**src/rtl/slot_hp_pkg.sv**
```systemverilog
package slot_hp_pkg;

  // dword indices of the register window
  localparam int REG_ID   = 0;
  localparam int REG_CAP  = 1;
  localparam int REG_SLOT = 2;

  // slot control bit positions (enables line up with the status bits they gate)
  localparam int CTL_ABP_EN  = 0;
  localparam int CTL_PDC_EN  = 3;
  localparam int CTL_CC_EN   = 4;
  localparam int CTL_HP_IE   = 5;
  localparam int CTL_ATTN_LO = 6;
  localparam int CTL_PWR_LO  = 8;
  localparam int CTL_LOCK    = 11;

  // slot status bit positions
  localparam int STA_ABP  = 0;
  localparam int STA_PDC  = 3;
  localparam int STA_CC   = 4;
  localparam int STA_PDS  = 6;
  localparam int STA_LOCK = 7;

  localparam logic [15:0] CTL_WMASK = 16'h03F9;
  localparam logic [15:0] CTL_RESET = 16'h03C0;
  localparam logic [15:0] STA_W1C   = 16'h0019;
  localparam logic [15:0] EVT_MASK  = 16'h0019;

  typedef struct packed {
    logic       ctlWr;
    logic [1:0] ctlBe;
    logic       staWr;
    logic [1:0] staBe;
    logic       lockFlip;
    logic       pdsSet;
    logic       pdsClr;
    logic       pdcSet;
    logic       abpSet;
  } slotStrobe_t;

endpackage

```
**src/rtl/slot_hp_dp.sv**
```systemverilog
module slot_hp_dp
  import slot_hp_pkg::*;
#(
  parameter int ADDR_W      = 2,
  parameter int SLOT_NUMBER = 42,
  parameter int SLOT_NUM_W  = 13,
  parameter int VEC_W       = 5,
  parameter int MSG_VECTOR  = 9
) (
  input  logic              clk,
  input  logic              rstN,
  input  slotStrobe_t       stb,
  input  logic [31:0]       wrData,
  input  logic [ADDR_W-1:0] rdAddr,
  output logic [31:0]       rdData,
  output logic              lockEngaged,
  output logic              pendNow
);

  localparam logic [31:0] ID_WORD  = 32'(VEC_W'(MSG_VECTOR));
  localparam logic [31:0] CAP_WORD = {10'b0, 6'b111111, 3'b0, SLOT_NUM_W'(SLOT_NUMBER)};
  localparam int HALF_BYTES = 2;

  logic [15:0] ctlQ, ctlNext;
  logic [15:0] staQ, staNext;

  always_comb begin
    ctlNext = ctlQ;
    if (stb.ctlWr) begin
      for (int b = 0; b < HALF_BYTES; b++) begin
        if (stb.ctlBe[b]) begin
          ctlNext[b*8 +: 8] = (ctlQ[b*8 +: 8] & ~CTL_WMASK[b*8 +: 8])
                            | (wrData[b*8 +: 8] & CTL_WMASK[b*8 +: 8]);
        end
      end
    end
  end

  always_comb begin
    staNext = staQ;
    if (stb.staWr) begin
      for (int b = 0; b < HALF_BYTES; b++) begin
        if (stb.staBe[b]) begin
          staNext[b*8 +: 8] = staQ[b*8 +: 8] & ~(wrData[16 + b*8 +: 8] & STA_W1C[b*8 +: 8]);
        end
      end
    end
    if (stb.ctlWr)    staNext[STA_CC]   = 1'b1;
    if (stb.lockFlip) staNext[STA_LOCK] = ~staQ[STA_LOCK];
    if (stb.pdsSet)   staNext[STA_PDS]  = 1'b1;
    if (stb.pdsClr)   staNext[STA_PDS]  = 1'b0;
    if (stb.pdcSet)   staNext[STA_PDC]  = 1'b1;
    if (stb.abpSet)   staNext[STA_ABP]  = 1'b1;
  end

  always_ff @(posedge clk) begin
    if (!rstN) begin
      ctlQ <= CTL_RESET;
      staQ <= '0;
    end else begin
      ctlQ <= ctlNext;
      staQ <= staNext;
    end
  end

  always_comb begin
    case (int'(rdAddr))
      REG_ID:   rdData = ID_WORD;
      REG_CAP:  rdData = CAP_WORD;
      REG_SLOT: rdData = {staQ, ctlQ};
      default:  rdData = '0;
    endcase
  end

  assign lockEngaged = staQ[STA_LOCK];
  assign pendNow     = ctlQ[CTL_HP_IE] && |(staQ & ctlQ & EVT_MASK);

endmodule

```
**src/rtl/slot_hp_ctl.sv**
```systemverilog
module slot_hp_ctl
  import slot_hp_pkg::*;
#(
  parameter int ADDR_W = 2
) (
  input  logic              clk,
  input  logic              rstN,
  input  logic              cfgWrEn,
  input  logic [ADDR_W-1:0] cfgAddr,
  input  logic [3:0]        cfgByteEn,
  input  logic              lockBitData,
  input  logic              coldPlug,
  input  logic              hotAdd,
  input  logic              hotRemove,
  input  logic              attnPress,
  input  logic              msiEn,
  input  logic              msixEn,
  input  logic              lockEngaged,
  input  logic              pendNow,
  output slotStrobe_t       stb,
  output logic              plugBusy,
  output logic              msgReq,
  output logic              intxOut
);

  logic wrSlot, plugReq, refuse, silentNext;
  logic silentQ, notifiedQ, busyQ, msgQ, intxQ;

  assign wrSlot  = cfgWrEn && (cfgAddr == ADDR_W'(REG_SLOT));
  assign plugReq = hotAdd || hotRemove;
  assign refuse  = plugReq && lockEngaged;

  always_comb begin
    stb          = '0;
    stb.ctlWr    = wrSlot && |cfgByteEn[1:0];
    stb.ctlBe    = cfgByteEn[1:0];
    stb.staWr    = wrSlot && |cfgByteEn[3:2];
    stb.staBe    = cfgByteEn[3:2];
    stb.lockFlip = wrSlot && cfgByteEn[1] && lockBitData;
    stb.pdsSet   = coldPlug || (hotAdd && !lockEngaged);
    stb.pdsClr   = hotRemove && !hotAdd && !lockEngaged;
    stb.pdcSet   = plugReq && !lockEngaged;
    stb.abpSet   = attnPress;
  end

  // a cycle whose only action is a status write updates pending silently
  assign silentNext = stb.staWr && !stb.ctlWr && !stb.pdcSet && !stb.abpSet;

  always_ff @(posedge clk) begin
    if (!rstN) begin
      silentQ   <= 1'b0;
      notifiedQ <= 1'b0;
      busyQ     <= 1'b0;
      msgQ      <= 1'b0;
      intxQ     <= 1'b0;
    end else begin
      silentQ <= silentNext;
      busyQ   <= refuse;
      msgQ    <= 1'b0;
      if (pendNow != notifiedQ) begin
        notifiedQ <= pendNow;
        if (!silentQ) begin
          if (msixEn || msiEn) msgQ  <= 1'b1;
          else                 intxQ <= pendNow;
        end
      end
      if (silentQ && !msixEn && !msiEn && !pendNow) intxQ <= 1'b0;
    end
  end

  assign plugBusy = busyQ;
  assign msgReq   = msgQ;
  assign intxOut  = intxQ;

endmodule

```
**src/rtl/slot_hp_ctrl.sv**
```systemverilog
module slot_hp_ctrl
  import slot_hp_pkg::*;
#(
  parameter int ADDR_W      = 2,
  parameter int SLOT_NUMBER = 42,
  parameter int SLOT_NUM_W  = 13,
  parameter int VEC_W       = 5,
  parameter int MSG_VECTOR  = 9
) (
  input  logic              clk,
  input  logic              rstN,
  input  logic              cfgWrEn,
  input  logic [ADDR_W-1:0] cfgAddr,
  input  logic [3:0]        cfgByteEn,
  input  logic [31:0]       cfgWrData,
  output logic [31:0]       cfgRdData,
  input  logic              coldPlug,
  input  logic              hotAdd,
  input  logic              hotRemove,
  input  logic              attnPress,
  input  logic              msiEn,
  input  logic              msixEn,
  output logic              plugBusy,
  output logic              msgReq,
  output logic [VEC_W-1:0]  msgVector,
  output logic              intxOut
);

  slotStrobe_t stb;
  logic lockEngaged, pendNow;

  slot_hp_ctl #(.ADDR_W(ADDR_W)) ctl_i (
    .clk(clk), .rstN(rstN), .cfgWrEn(cfgWrEn), .cfgAddr(cfgAddr),
    .cfgByteEn(cfgByteEn), .lockBitData(cfgWrData[CTL_LOCK]),
    .coldPlug(coldPlug), .hotAdd(hotAdd), .hotRemove(hotRemove),
    .attnPress(attnPress), .msiEn(msiEn), .msixEn(msixEn),
    .lockEngaged(lockEngaged), .pendNow(pendNow), .stb(stb),
    .plugBusy(plugBusy), .msgReq(msgReq), .intxOut(intxOut)
  );

  slot_hp_dp #(
    .ADDR_W(ADDR_W), .SLOT_NUMBER(SLOT_NUMBER), .SLOT_NUM_W(SLOT_NUM_W),
    .VEC_W(VEC_W), .MSG_VECTOR(MSG_VECTOR)
  ) dp_i (
    .clk(clk), .rstN(rstN), .stb(stb), .wrData(cfgWrData),
    .rdAddr(cfgAddr), .rdData(cfgRdData),
    .lockEngaged(lockEngaged), .pendNow(pendNow)
  );

  assign msgVector = VEC_W'(MSG_VECTOR);

endmodule

```
**config.mk**
```make
export PLATFORM = sky130hd
export DESIGN_NAME = slot_hp_ctrl
export DESIGN_NICKNAME = d
export VERILOG_FILES = /design/src/rtl/slot_hp_pkg.sv /design/src/rtl/slot_hp_dp.sv /design/src/rtl/slot_hp_ctl.sv /design/src/rtl/slot_hp_ctrl.sv
export SDC_FILE = /design/constraint.sdc
export NUM_CORES = 1
export LEC_CHECK = 0
export BUFFER_PORTS_ARGS = -buffer_cell sky130_fd_sc_hd__buf_2
export CAP_MARGIN = 20
export CORE_ASPECT_RATIO = 0.6
export CORE_UTILIZATION = 37
export CTS_CLUSTER_SIZE = 14
export DETAILED_ROUTE_END_ITERATION = 10
export PLACE_DENSITY = 0.88
export SKIP_LAST_GASP = 1
export SYNTH_ARGS = -nofsm -noshare
export SYNTH_HDL_FRONTEND = slang
export SYNTH_SLANG_ARGS = --single-unit
```
**constraint.sdc**
```tcl
create_clock -name clk -period 1.5 [get_ports clk]
set_clock_uncertainty 0.05 [all_clocks]
set_input_delay 0.15 -clock clk [delete_from_list [all_inputs] [get_ports clk]]
set_output_delay 0.15 -clock clk [all_outputs]
set_load 0.02 [all_outputs]
```
### Word level (Yosys, flattened, before mapping)

Index checks and enable logic that the tools add are counted.

* add/subtract/negate cells: 0
* $mul: 0
* divide/modulo/power cells: 0
* magnitude comparators: 0
* equality and inequality tests: 3
* shift operators: 0
* muxes and demuxes: 9
* bitwise logic cells: 10
* reduce and logical (&&, ||, !) cells: 54

Operators by type and width (count)
* $pmux W24 S3: 1
* $reduce_bool A2 Y1: 10
* $logic_and A1 B1 Y1: 17
* $mux W8: 2
* $reduce_and A2 Y1: 8
* $and A8 B8 Y8: 1
* $logic_not A1 Y1: 8
* $not A5 Y8: 1
* $or A3 B8 Y8: 1
* $or A8 B2 Y8: 1
* $reduce_or A2 Y1: 4
* $mux W1: 6
* $reduce_or A3 Y1: 2
* $and A5 B5 Y5: 1
* $not A1 Y1: 5
* $logic_or A1 B1 Y1: 3
* $reduce_and A3 Y1: 1
* $eq A2 B1 Y1 const B: 1
* $eq A2 B2 Y1 const B: 1
* $logic_not A2 Y1: 1
* $ne A1 B1 Y1: 1

* register bits: 29
* bits in latches: 0
* memory bits (writable): 0
* bits in read-only memories: 0
* input port bits: 47
* output and inout bits: 40
* memories: 0

### Logic depth before layout (Yosys ltp)

Gate-level depths: netlist of run 1.

* depth in word-level cells: 7
* depth in mapped cells: 4

### Modules after synthesis

Synthesis of run 1 repeated with hierarchy kept, for this count alone.

* cell total of the unflattened synthesis: 135
* area, all modules: 1128.6 um^2

By module, submodules not included
* slot_hp_dp: instances 1, cells each 93, area an instance 785.8 um^2, seq. area each 260.2 um^2
* slot_hp_ctl: instances 1, cells each 35, area an instance 297.8 um^2, seq. area each 100.1 um^2
* slot_hp_ctrl: instances 1, cells each 7, area an instance 45.0 um^2, seq. area each 0.0 um^2

### Worst setup path before layout of run 1

OpenSTA, ideal clock, no wires.

* path type: reg2reg
* start: register dp_i.ctlQ[3]
* end: register ctl_i.msgQ, in the netlist ctl_i.msgReq
* arrival time: 1.152 ns
* slack: 0.194 ns
* cell stages (with the launch flop): 4
* buffers on the path: 0
* period minus slack after synthesis: 1.306 ns
* cell sequence: dfxtp_1 -> a222oi_1 -> o21ai_1 -> a2111oi_2

* word-level cells in the longest chain between the ends: 6

RTL lines
* start, declared: RTL line slot_hp_dp.sv:24 `logic [15:0] ctlQ, ctlNext;`
* start signal, assigned: RTL line slot_hp_dp.sv:61 `ctlQ <= ctlNext;`
* $and A5 B5 Y5: RTL line slot_hp_dp.sv:76 `assign pendNow = ctlQ[CTL_HP_IE] && |(staQ & ctlQ & EVT_MASK);`
* $reduce_or A3 Y1: RTL line slot_hp_dp.sv:76
* $logic_and A1 B1 Y1: RTL line slot_hp_dp.sv:76
* $ne A1 B1 Y1: RTL line slot_hp_ctl.sv:60 `if (pendNow != notifiedQ) begin`
* $not A1 Y1 (no line)
* $reduce_or A3 Y1 (no line)
* end signal, assigned: RTL line slot_hp_ctl.sv:54 `msgQ <= 1'b0;`
* end signal, assigned: RTL line slot_hp_ctl.sv:59 `msgQ <= 1'b0;`
* end signal, assigned: RTL line slot_hp_ctl.sv:63 `if (msixEn || msiEn) msgQ <= 1'b1;`
* end, declared: RTL line slot_hp_ctl.sv:27 `logic silentQ, notifiedQ, busyQ, msgQ, intxQ;`

No other way between the ends.
A chain may end at the register's enable or synchronous reset.

### Worst setup path after layout of run 1

* start: register dp_i.ctlQ[0]
* end: register ctl_i.msgQ, in the netlist ctl_i.msgReq

Same word-level chain as after synthesis.

==> flow_summary.yaml, run 1 <==
run_status:
  status: "finished clean"
worst_setup_path:
  worstPathRequired_ns: 1.61
  path_class: "register to register"
  path_max_fanout: 3
  critPathArrivalTime_ns: 1.60
  startpoint_type: "register"
  endpoint_kind: "register"
synth:
  netlist_area_um2: 1010
  synth.distinct_cells: 33
  synth_cells: 119
  yosysTopAreaCell: "dfxtp_1"
  yosysSeqAreaShare_pct: 35.8
  avgSynthCellArea_um2: 8.46
  ys_seq_elements: 18
  yosys_warnings: 0
  synth_top_area_share_pct: 35.8
  synth_area_leaders: "dfxtp_1 (36%), buf_4 (16%), mux2i_1 (8.9%), and2_1 (4.3%), nor2_1 (3.7%)"
clock_tree:
  hold_buffers: 0
  cts_buffer_depth: 2
  htree_levels: 1
  cts_root_buffer: "clkbuf_8"
  clk_latency_ns: 0.25
  clk_pin_slew_ns: 0.07
  numCtsBuffers: 3
  cts_tree: "built"
  cts.sinks: 18
grt:
  grt_use_total_pct: 15.6
  antenna_found_initial: 0
  met3_usage_pct: 5.77
  grt_max_degree: 14
  grt.busiest_layer: "met2"
  first_global_vias: 821
  grt_use_met1_pct: 20.6
  grt_pass1_wl_um: 3540
  overflow: 0
  use_met2_pct: 23.3
route:
  drc_errors: 0
  drt_iter0_drc: 46
  wl_um: 2310
  firstDrtPassIters: 4
  detail_route.vias_per_cell: 4.63
  vias: 931
  drtAntennaViolNets: 0
  routedWlPerCell_um: 11.5
placed_design:
  dp_hpwl_um: 1740
  gp_congestion: 0.799
  pre_cts_slack_ns: 0.0138
  placedCellCount: 194
  io_buffers: 46
cells_and_area:
  multi_input_area_um2: 529
  n_fill_cell: 263
  drive_gt1_share_pct: 37.3
  final_cell_mix: "buf_2 (46), conb_1 (20), dfxtp_1 (14)"
  layout_commonest_cell: "buf_2"
  regArea_um2: 365
  diodes: 0
  final_cells: 201
  syn_to_final_growth_pct: 28.9
  final_util_pct: 51.1
  fin_nets: 217
timing:
  rsz0062_at_grt: "true"
  timing.fmax_mhz: 670
  timing.final.ws_setup_ns: 0.00853
  finalHoldViolations: 0
  fin_setup_tns_ns: 0
  maxSlewViolCount: 0
  finalSetupViolations: 0
  fin_crit_sh_pct: 99.4
  period_needed_ns: 1.49
power_and_ir_drop:
  vdd.ir_drop.worst_mv: 0.429
  p_leak_nw: 0.714
  power_density_nw_per_um2: 862
die:
  rows: 14
  start_util_pct: 39.7
  boundaryPins: 87
  core_area_um2: 2540
  dieArea_um2: 2940
  die_h_um: 42.4
  die_w_um: 69.4
job:
  maxCapViolations: 0
min_path:
  hold_class: "input pin to register"
sequential cells by signal, summed over array words and instances, names as in the netlist:
signal,flops
ctl_i.msgReq,1
ctl_i.intxOut,1
ctl_i.plugBusy,1
dp_i.ctlQ,8
dp_i.staQ,5
ctl_i.silentQ,1
ctl_i.notifiedQ,1
repair_timing:
item,in CTS,in global routing
gates resized for setup,0,6
endpoints found under the setup margin,1,1
pin swaps,1,2
setup buffers,0,3
gates cloned,0,0
layout make-up:
type	count	share of cell area, %
Sequential cell	18	28.1
Timing Repair Buffer	53	21.8
Multi-Input combinational cell	87	40.8
Inverter	7	2.02
Clock buffer	4	4.24
Tap cell	32	3.08
routing by layer:
metal	wire length, µm	part of all wire (%)
met1	1070	46
met2	1040	45
met3	172	7.5
met4	23	1.0
met5	0	0
power breakdown:
group	internal [W]	total (W)	switching (W)
clock network	0.000233	0.000398	0.000165
logic	0.0000782	0.000222	0.000143
registers	0.000492	0.000500	0.00000826
final timing paths:
path	start	to	slack, ns	cells after the start
min	cfgWrData[8]	dp_i.ctlQ[8]	0.05	3
max	dp_i.ctlQ[0]	ctl_i.msgReq	0.009	5
min reg2reg	dp_i.ctlQ[6]	dp_i.ctlQ[6]	0.42	2
max reg2reg	dp_i.ctlQ[0]	ctl_i.msgReq	0.009	5
worst max-delay path, cell delays in order (launching register included):
cell       delay (ns)
dfxtp_1          0.37
a222oi_1         0.08
buf_4            0.15
buf_4            0.13
or3_4            0.34
a2111oi_4        0.28
cell families (layout without fill, tap and decap cells):
group | Yosys count | in the layout | share of synthesized area [%]
flops | 18 | 18 | 35.8
buf+inv | 32 | 64 | 20.1
simple gates | 38 | 38 | 19.8
other cells | 2 | 20 | 0.746
mux | 9 | 9 | 8.94
compound gates | 20 | 20 | 14.7
per-stage QoR:
| stage | area (µm²) | hold slack [ns] | power, W |
|---|---|---|---|
| final | 1300 | 0.0518 | 0.00112 |
| after CTS | 1250 | 0.0469 | 0.00112 |
| after global routing | 1300 | 0.0571 | 0.00117 |
| after floorplan | 1070 | 0.222 | 0.000688 |
| after detailed placement | 1200 | 0.314 | 0.000727 |
| after global placement | 1200 | 0.319 | 0.000724 |
synth_stat cells:
master,n
buf_4,22
nor3_1,2
nor2_1,10
nand4b_1,2
mux2i_1,9
nor2b_1,3
o32ai_1,1
a21o_1,4
or3_1,1
o21ai_0,3
a31oi_1,1
o22ai_1,1
dfxtp_1,18
nand3_1,1
inv_1,7
clkbuf_1,2
buf_1,1
a2111oi_2,1
a222oi_1,1
nor4_1,1
o21a_1,1
and3b_1,1
o311ai_0,1
o2111ai_1,1
nand2b_1,2
conb_1,2
and3_1,1
a41oi_1,1
nand2_1,7
o21ai_1,1
a21oi_1,2
and2_1,7
o31ai_1,1
No activity file was read; power rests on OpenSTA's default activity.
==> run 2: changes to the inputs <==
- HOLD_SLACK_MARGIN: not set -> 0.12
==> flow_summary.yaml, run 2 (synthesis results as in run 1) <==
cells_and_area:
  layout_commonest_cell: "buf_2"
  final_cell_mix: "buf_2 (46), conb_1 (20), dfxtp_1 (14)"
  top_regs: "dp_i.ctlQ: 8 flops, dp_i.staQ: 5 flops"
  drive_gt1_share_pct: 35.2
  fin_nets: 230
  largest_register_ffs: 8
  n_fill_cell: 244
  top_register: "dp_i.ctlQ"
  diodes: 0
  final_cells: 214
  final_util_pct: 56.4
  syn_to_final_growth_pct: 42.1
min_path:
  hold_depth: 3
  hold_class: "input pin to register"
  min_from: "coldPlug"
route:
  drc_errors: 0
  firstDrtPassIters: 4
  vias: 979
  wl_um: 2480
  detail_route.vias_per_cell: 4.57
  drtAntennaViolNets: 0
  drt_iter0_drc: 29
  routedWlPerCell_um: 11.6
worst_setup_path:
  path_buf_inv: 2
  critPathArrivalTime_ns: 1.60
  path_max_fanout: 3
  reg2regPathDepth: 5
  crit_path_max_incr_delay_ns: 0.37
  crit_top_cell: "buf_4"
  rr_startpoint: "dp_i.ctlQ[0]"
  path_class: "register to register"
  cp_num_cells: 5
  endpoint_kind: "register"
  path_cells: "a222oi_1, buf_4, buf_4, or3_4, a2111oi_4"
  worstPathRequired_ns: 1.61
  path_delay_family: "flip-flops"
  crit_path_top_delay_cell: "dfxtp_1"
  startpoint_type: "register"
  crit_start: "dp_i.ctlQ[0]"
die:
  rows: 14
  boundaryPins: 87
  core_area_um2: 2540
  start_util_pct: 39.7
  die_h_um: 42.4
  die_w_um: 69.4
  dieArea_um2: 2940
clock_tree:
  cts_buffer_depth: 2
  cts_root_buffer: "clkbuf_8"
  clk_latency_ns: 0.25
  htree_levels: 1
  clk_pin_slew_ns: 0.07
  cts.sinks: 18
  cts_tree: "built"
  numCtsBuffers: 3
power_and_ir_drop:
  p_leak_nw: 0.771
  pwr-share-comb_pct: 21.8
  switchingPower_w: 0.000325
  design_power_total_w: 0.00115
  power_density_nw_per_um2: 804
  seqPwrFrac_pct: 43.4
  p_int_w: 0.000826
  switching_share_pct: 28.2
  p_clk_share_pct: 34.8
  vdd.ir_drop.worst_mv: 0.438
placed_design:
  placedCellCount: 194
  gp_congestion: 0.799
  dp_hpwl_um: 1740
  io_buffers: 46
timing:
  fin_setup_tns_ns: 0
  timing.fmax_mhz: 669
  period_needed_ns: 1.50
  maxSlewViolCount: 0
  finalSetupViolations: 0
  rsz0062_at_grt: "true"
  fin_crit_sh_pct: 99.7
  finalHoldViolations: 0
run_status:
  status: "finished clean"
grt:
  overflow: 0
  antenna_found_initial: 0
  grt_use_total_pct: 16.2
  grt_max_degree: 14
  grt_pass1_wl_um: 3680
  first_global_vias: 887
job:
  maxCapViolations: 0
==> run 2: changes by cell type in the layout (fill, tap and decap cells not counted) <==
cell and delta:
dlygate4sd3_1 +13, nor2_1 -1, nor2_2 +1
==> run 2: area by class of cell <==
cell class | instances | area (µm²) | area share (%)
Multi-Input combinational cell | 87 | 532 | 37.2
Timing Repair Buffer | 66 | 413 | 28.8
Sequential cell | 18 | 365 | 25.5
Clock buffer | 4 | 55.1 | 3.85
Tap cell | 32 | 40.0 | 2.80
Inverter | 7 | 26.3 | 1.84
==> run 2: power by group through the flow <==
stage          registers (W)  clock network (W)  logic [W]
4_1_cts             0.000499           0.000408   0.000244
2_1_floorplan       0.000508                  0   0.000180
3_3_place_gp        0.000510                  0   0.000214
5_1_grt             0.000501           0.000430   0.000271
6_report            0.000500           0.000401   0.000251
3_5_place_dp        0.000510                  0   0.000217
==> run 2: worst register-to-register path: cells and delay by family (launching register included) <==
family	cells	cell delay, ns
buffers and inverters	2	0.28
AND/OR/NAND/NOR	1	0.34
AO/OA/AOI/OAI	2	0.36
flip-flops	1	0.37
==> run 2: what timing repair did <==
item | 4_1_cts | 5_1_grt
resized for setup | 0 | 7
pin swaps | 1 | 2
endpoints found under the setup margin | 1 | 2
endpoints found under the hold margin | 11 | 0
setup buffers | 0 | 3
hold buffers | 13 | 0
==> run 2: per-layer routing <==
metal | vias to the layer above | wire (µm) | GRT usage, % | share of wire, %
li1 | 487 | - | - | -
met1 | 457 | 1160 | 20.7 | 47
met2 | 33 | 1170 | 25.6 | 47
met3 | 2 | 130 | 5.29 | 5.3
met4 | 0 | 14 | 6.12 | 0.57
met5 | - | 0 | 0 | 0
==> run 2: final timing paths <==
| kind | to | slack, ns |
|---|---|---|
| hold / removal | dp_i.staQ[6] | 0.13 |
| hold reg to reg | dp_i.ctlQ[6] | 0.42 |
| setup / recovery | ctl_i.msgReq | 0.005 |
| setup reg to reg | ctl_i.msgReq | 0.005 |
==> run 2: through the flow <==
step	hold WS [ns]	setup slack [ns]	cell area [µm²]
final	0.126	0.00476	1430
after global routing	0.124	-0.0694	1430
after CTS	0.122	0.00740	1380
after detailed placement	0.314	0.0138	1200
after global placement	0.319	0.0287	1200
after floorplan	0.222	0.194	1070
==> run 3: changes to the inputs <==
- ABC_AREA: not set -> 1
- SETUP_SLACK_MARGIN: not set -> 0.15
- TNS_END_PERCENT: not set -> 50
==> flow_summary.yaml, run 3 <==
placed_design:
  dp_hpwl_um: 1720
  placedCellCount: 220
  gp_congestion: 0.792
  io_buffers: 46
grt:
  antenna_found_initial: 0
  grt_max_degree: 11
  overflow: 0
  grt_use_total_pct: 16.1
  first_global_vias: 828
  grt_pass1_wl_um: 3660
worst_setup_path:
  crit_path_max_incr_delay_ns: 0.36
  reg2reg_slack_ns: 0.42
  r2r-end: "ctl_i.intxOut"
  crit_start: "dp_i.ctlQ[5]"
  critPathArrivalTime_ns: 1.06
  path_class: "register to primary output"
  endpoint: "cfgRdData[5]"
  endpoint_kind: "primary output"
  reg2regPathDepth: 6
  rr_startpoint: "dp_i.staQ[3]"
  worstPathRequired_ns: 1.30
  path_max_fanout: 3
  path_cells: "inv_1, o21ai_0, buf_2"
  startpoint_type: "register"
  crit_path_top_delay_cell: "dfxtp_1"
cells_and_area:
  syn_to_final_growth_pct: 31.2
  largest_register_ffs: 8
  top_register: "dp_i.ctlQ"
  top_regs: "dp_i.ctlQ: 8 flops, dp_i.staQ: 5 flops"
  final_cell_mix: "buf_2 (46), nor2_1 (23), conb_1 (20)"
  final_cells: 233
  drive_gt1_share_pct: 29.4
  diodes: 0
  final_util_pct: 52.2
  layout_commonest_cell: "buf_2"
  fin_nets: 249
clock_tree:
  cts.sinks: 18
  post_cts_buffers: 0
  cts_tree: "built"
  htree_levels: 1
  numCtsBuffers: 3
  cts_buffer_depth: 2
  clk_latency_ns: 0.25
  cts_resized: 0
  cts_root_buffer: "clkbuf_8"
  clk_pin_slew_ns: 0.07
synth:
  synth-edff-count: 0
  synthArstFlopShare_pct: 0
  yosys-top-cells-count: "buf_4 (23), nor2_1 (23), dfxtp_1 (18), inv_1 (18), nand2_1 (16)"
  synth.distinct_cells: 19
  synth_flop_cell: "dfxtp_1"
  synth_cells: 146
  yosys_warnings: 0
  yosysTopAreaCell: "dfxtp_1"
  synth_area_leaders: "dfxtp_1 (35%), buf_4 (17%), nor2_1 (8.5%), a21oi_1 (7.4%), inv_1 (6.6%)"
  ys_seq_elements: 18
  netlist_area_um2: 1020
  yosysSeqAreaShare_pct: 35.4
  synth_top_area_share_pct: 35.4
  avgSynthCellArea_um2: 6.97
die:
  rows: 14
  dieArea_um2: 2970
  core_area_um2: 2560
  start_util_pct: 39.8
  die_h_um: 42.6
  die_w_um: 69.7
  boundaryPins: 87
power_and_ir_drop:
  power_density_nw_per_um2: 856
  vdd.ir_drop.worst_mv: 0.527
  p_leak_nw: 0.736
min_path:
  hold_class: "input pin to register"
timing:
  fin_crit_sh_pct: 83.7
  hold_slack_ns: 0.120
  rsz0062_at_grt: "false"
  timing.fmax_mhz: 796
  fin_setup_tns_ns: 0
  finalSetupViolations: 0
  period_needed_ns: 1.26
  maxSlewViolCount: 0
  finalHoldViolations: 0
route:
  vias: 986
  drc_errors: 0
  routedWlPerCell_um: 9.98
  wl_um: 2330
  drt_iter0_drc: 23
  detail_route.vias_per_cell: 4.23
  drtAntennaViolNets: 0
  firstDrtPassIters: 4
run_status:
  status: "finished clean"
job:
  maxCapViolations: 0
run 3: final cells by class:
cell class / instances / area (µm²)
fillers: 258 / 1220
clock buffers: 4 / 55.1
flip-flops and latches: 18 / 360
inverters: 21 / 86.3
well taps: 32 / 40.0
multi-input cells: 102 / 465
repair buffers: 56 / 328
run 3: through the flow:
step | total power [W] | instance area [µm²] | worst slack (ns)
after floorplan | 0.000699 | 1080 | 0.402
after global placement | 0.000733 | 1190 | 0.292
after global routing | 0.00119 | 1340 | 0.186
after CTS | 0.00115 | 1340 | 0.231
final | 0.00114 | 1340 | 0.244
after detailed placement | 0.000736 | 1190 | 0.278
run 3: worst min path at each step:
| stage | startpoint | cells past startpoint | endpoint | slack (ns) |
|---|---|---|---|---|
| finish | cfgWrData[0] | 3 | dp_i.ctlQ[0] | 0.12 |
| global route | coldPlug | 3 | dp_i.staQ[6] | 0.16 |
| CTS | cfgWrData[0] | 3 | dp_i.ctlQ[0] | 0.12 |
| detailed placement | cfgWrData[9] | 3 | dp_i.ctlQ[9] | 0.32 |
| global placement | cfgWrData[8] | 3 | dp_i.ctlQ[8] | 0.31 |
| floorplan | attnPress | 2 | dp_i.staQ[0] | 0.22 |
run 3: cells by family after synthesis:
group	after synthesis	share of synthesized area (%)
AO/OA/AOI/OAI	29	14.4
AND/OR/NAND/NOR	53	24.0
other	2	0.738
buffers and inverters	44	25.5
flip-flops	18	35.4
run 3: power breakdown:
part | leakage (nW) | internal, W | switching (W) | total [W]
Sequential | 0.147 | 0.000494 | 0.0000104 | 0.000504
Combinational | 0.560 | 0.0000840 | 0.000157 | 0.000241
Clock | 0.0288 | 0.000233 | 0.000163 | 0.000397
Total | 0.736 | 0.000811 | 0.000331 | 0.00114
run 3: worst max-delay path, delay by kind of cell (launching register included):
kind | cells | cell delay [ns]
flops | 1 | 0.36
buf+inv | 2 | 0.26
compound gates | 1 | 0.19
run 3: what timing repair did:
item | CTS | global route
endpoints found under the setup margin | 0 | 0
hold buffers | 9 | 0
endpoints found under the hold margin | 9 | 0
run 3: metal layers:
| metal | vias up | GRT usage, % | wire (µm) |
|---|---|---|---|
| li1 | 527 | - | - |
| met1 | 423 | 21.6 | 1210 |
| met2 | 34 | 25.4 | 994 |
| met3 | 2 | 5.05 | 115 |
| met4 | 0 | 3.60 | 7 |
| met5 | - | 0 | 0 |
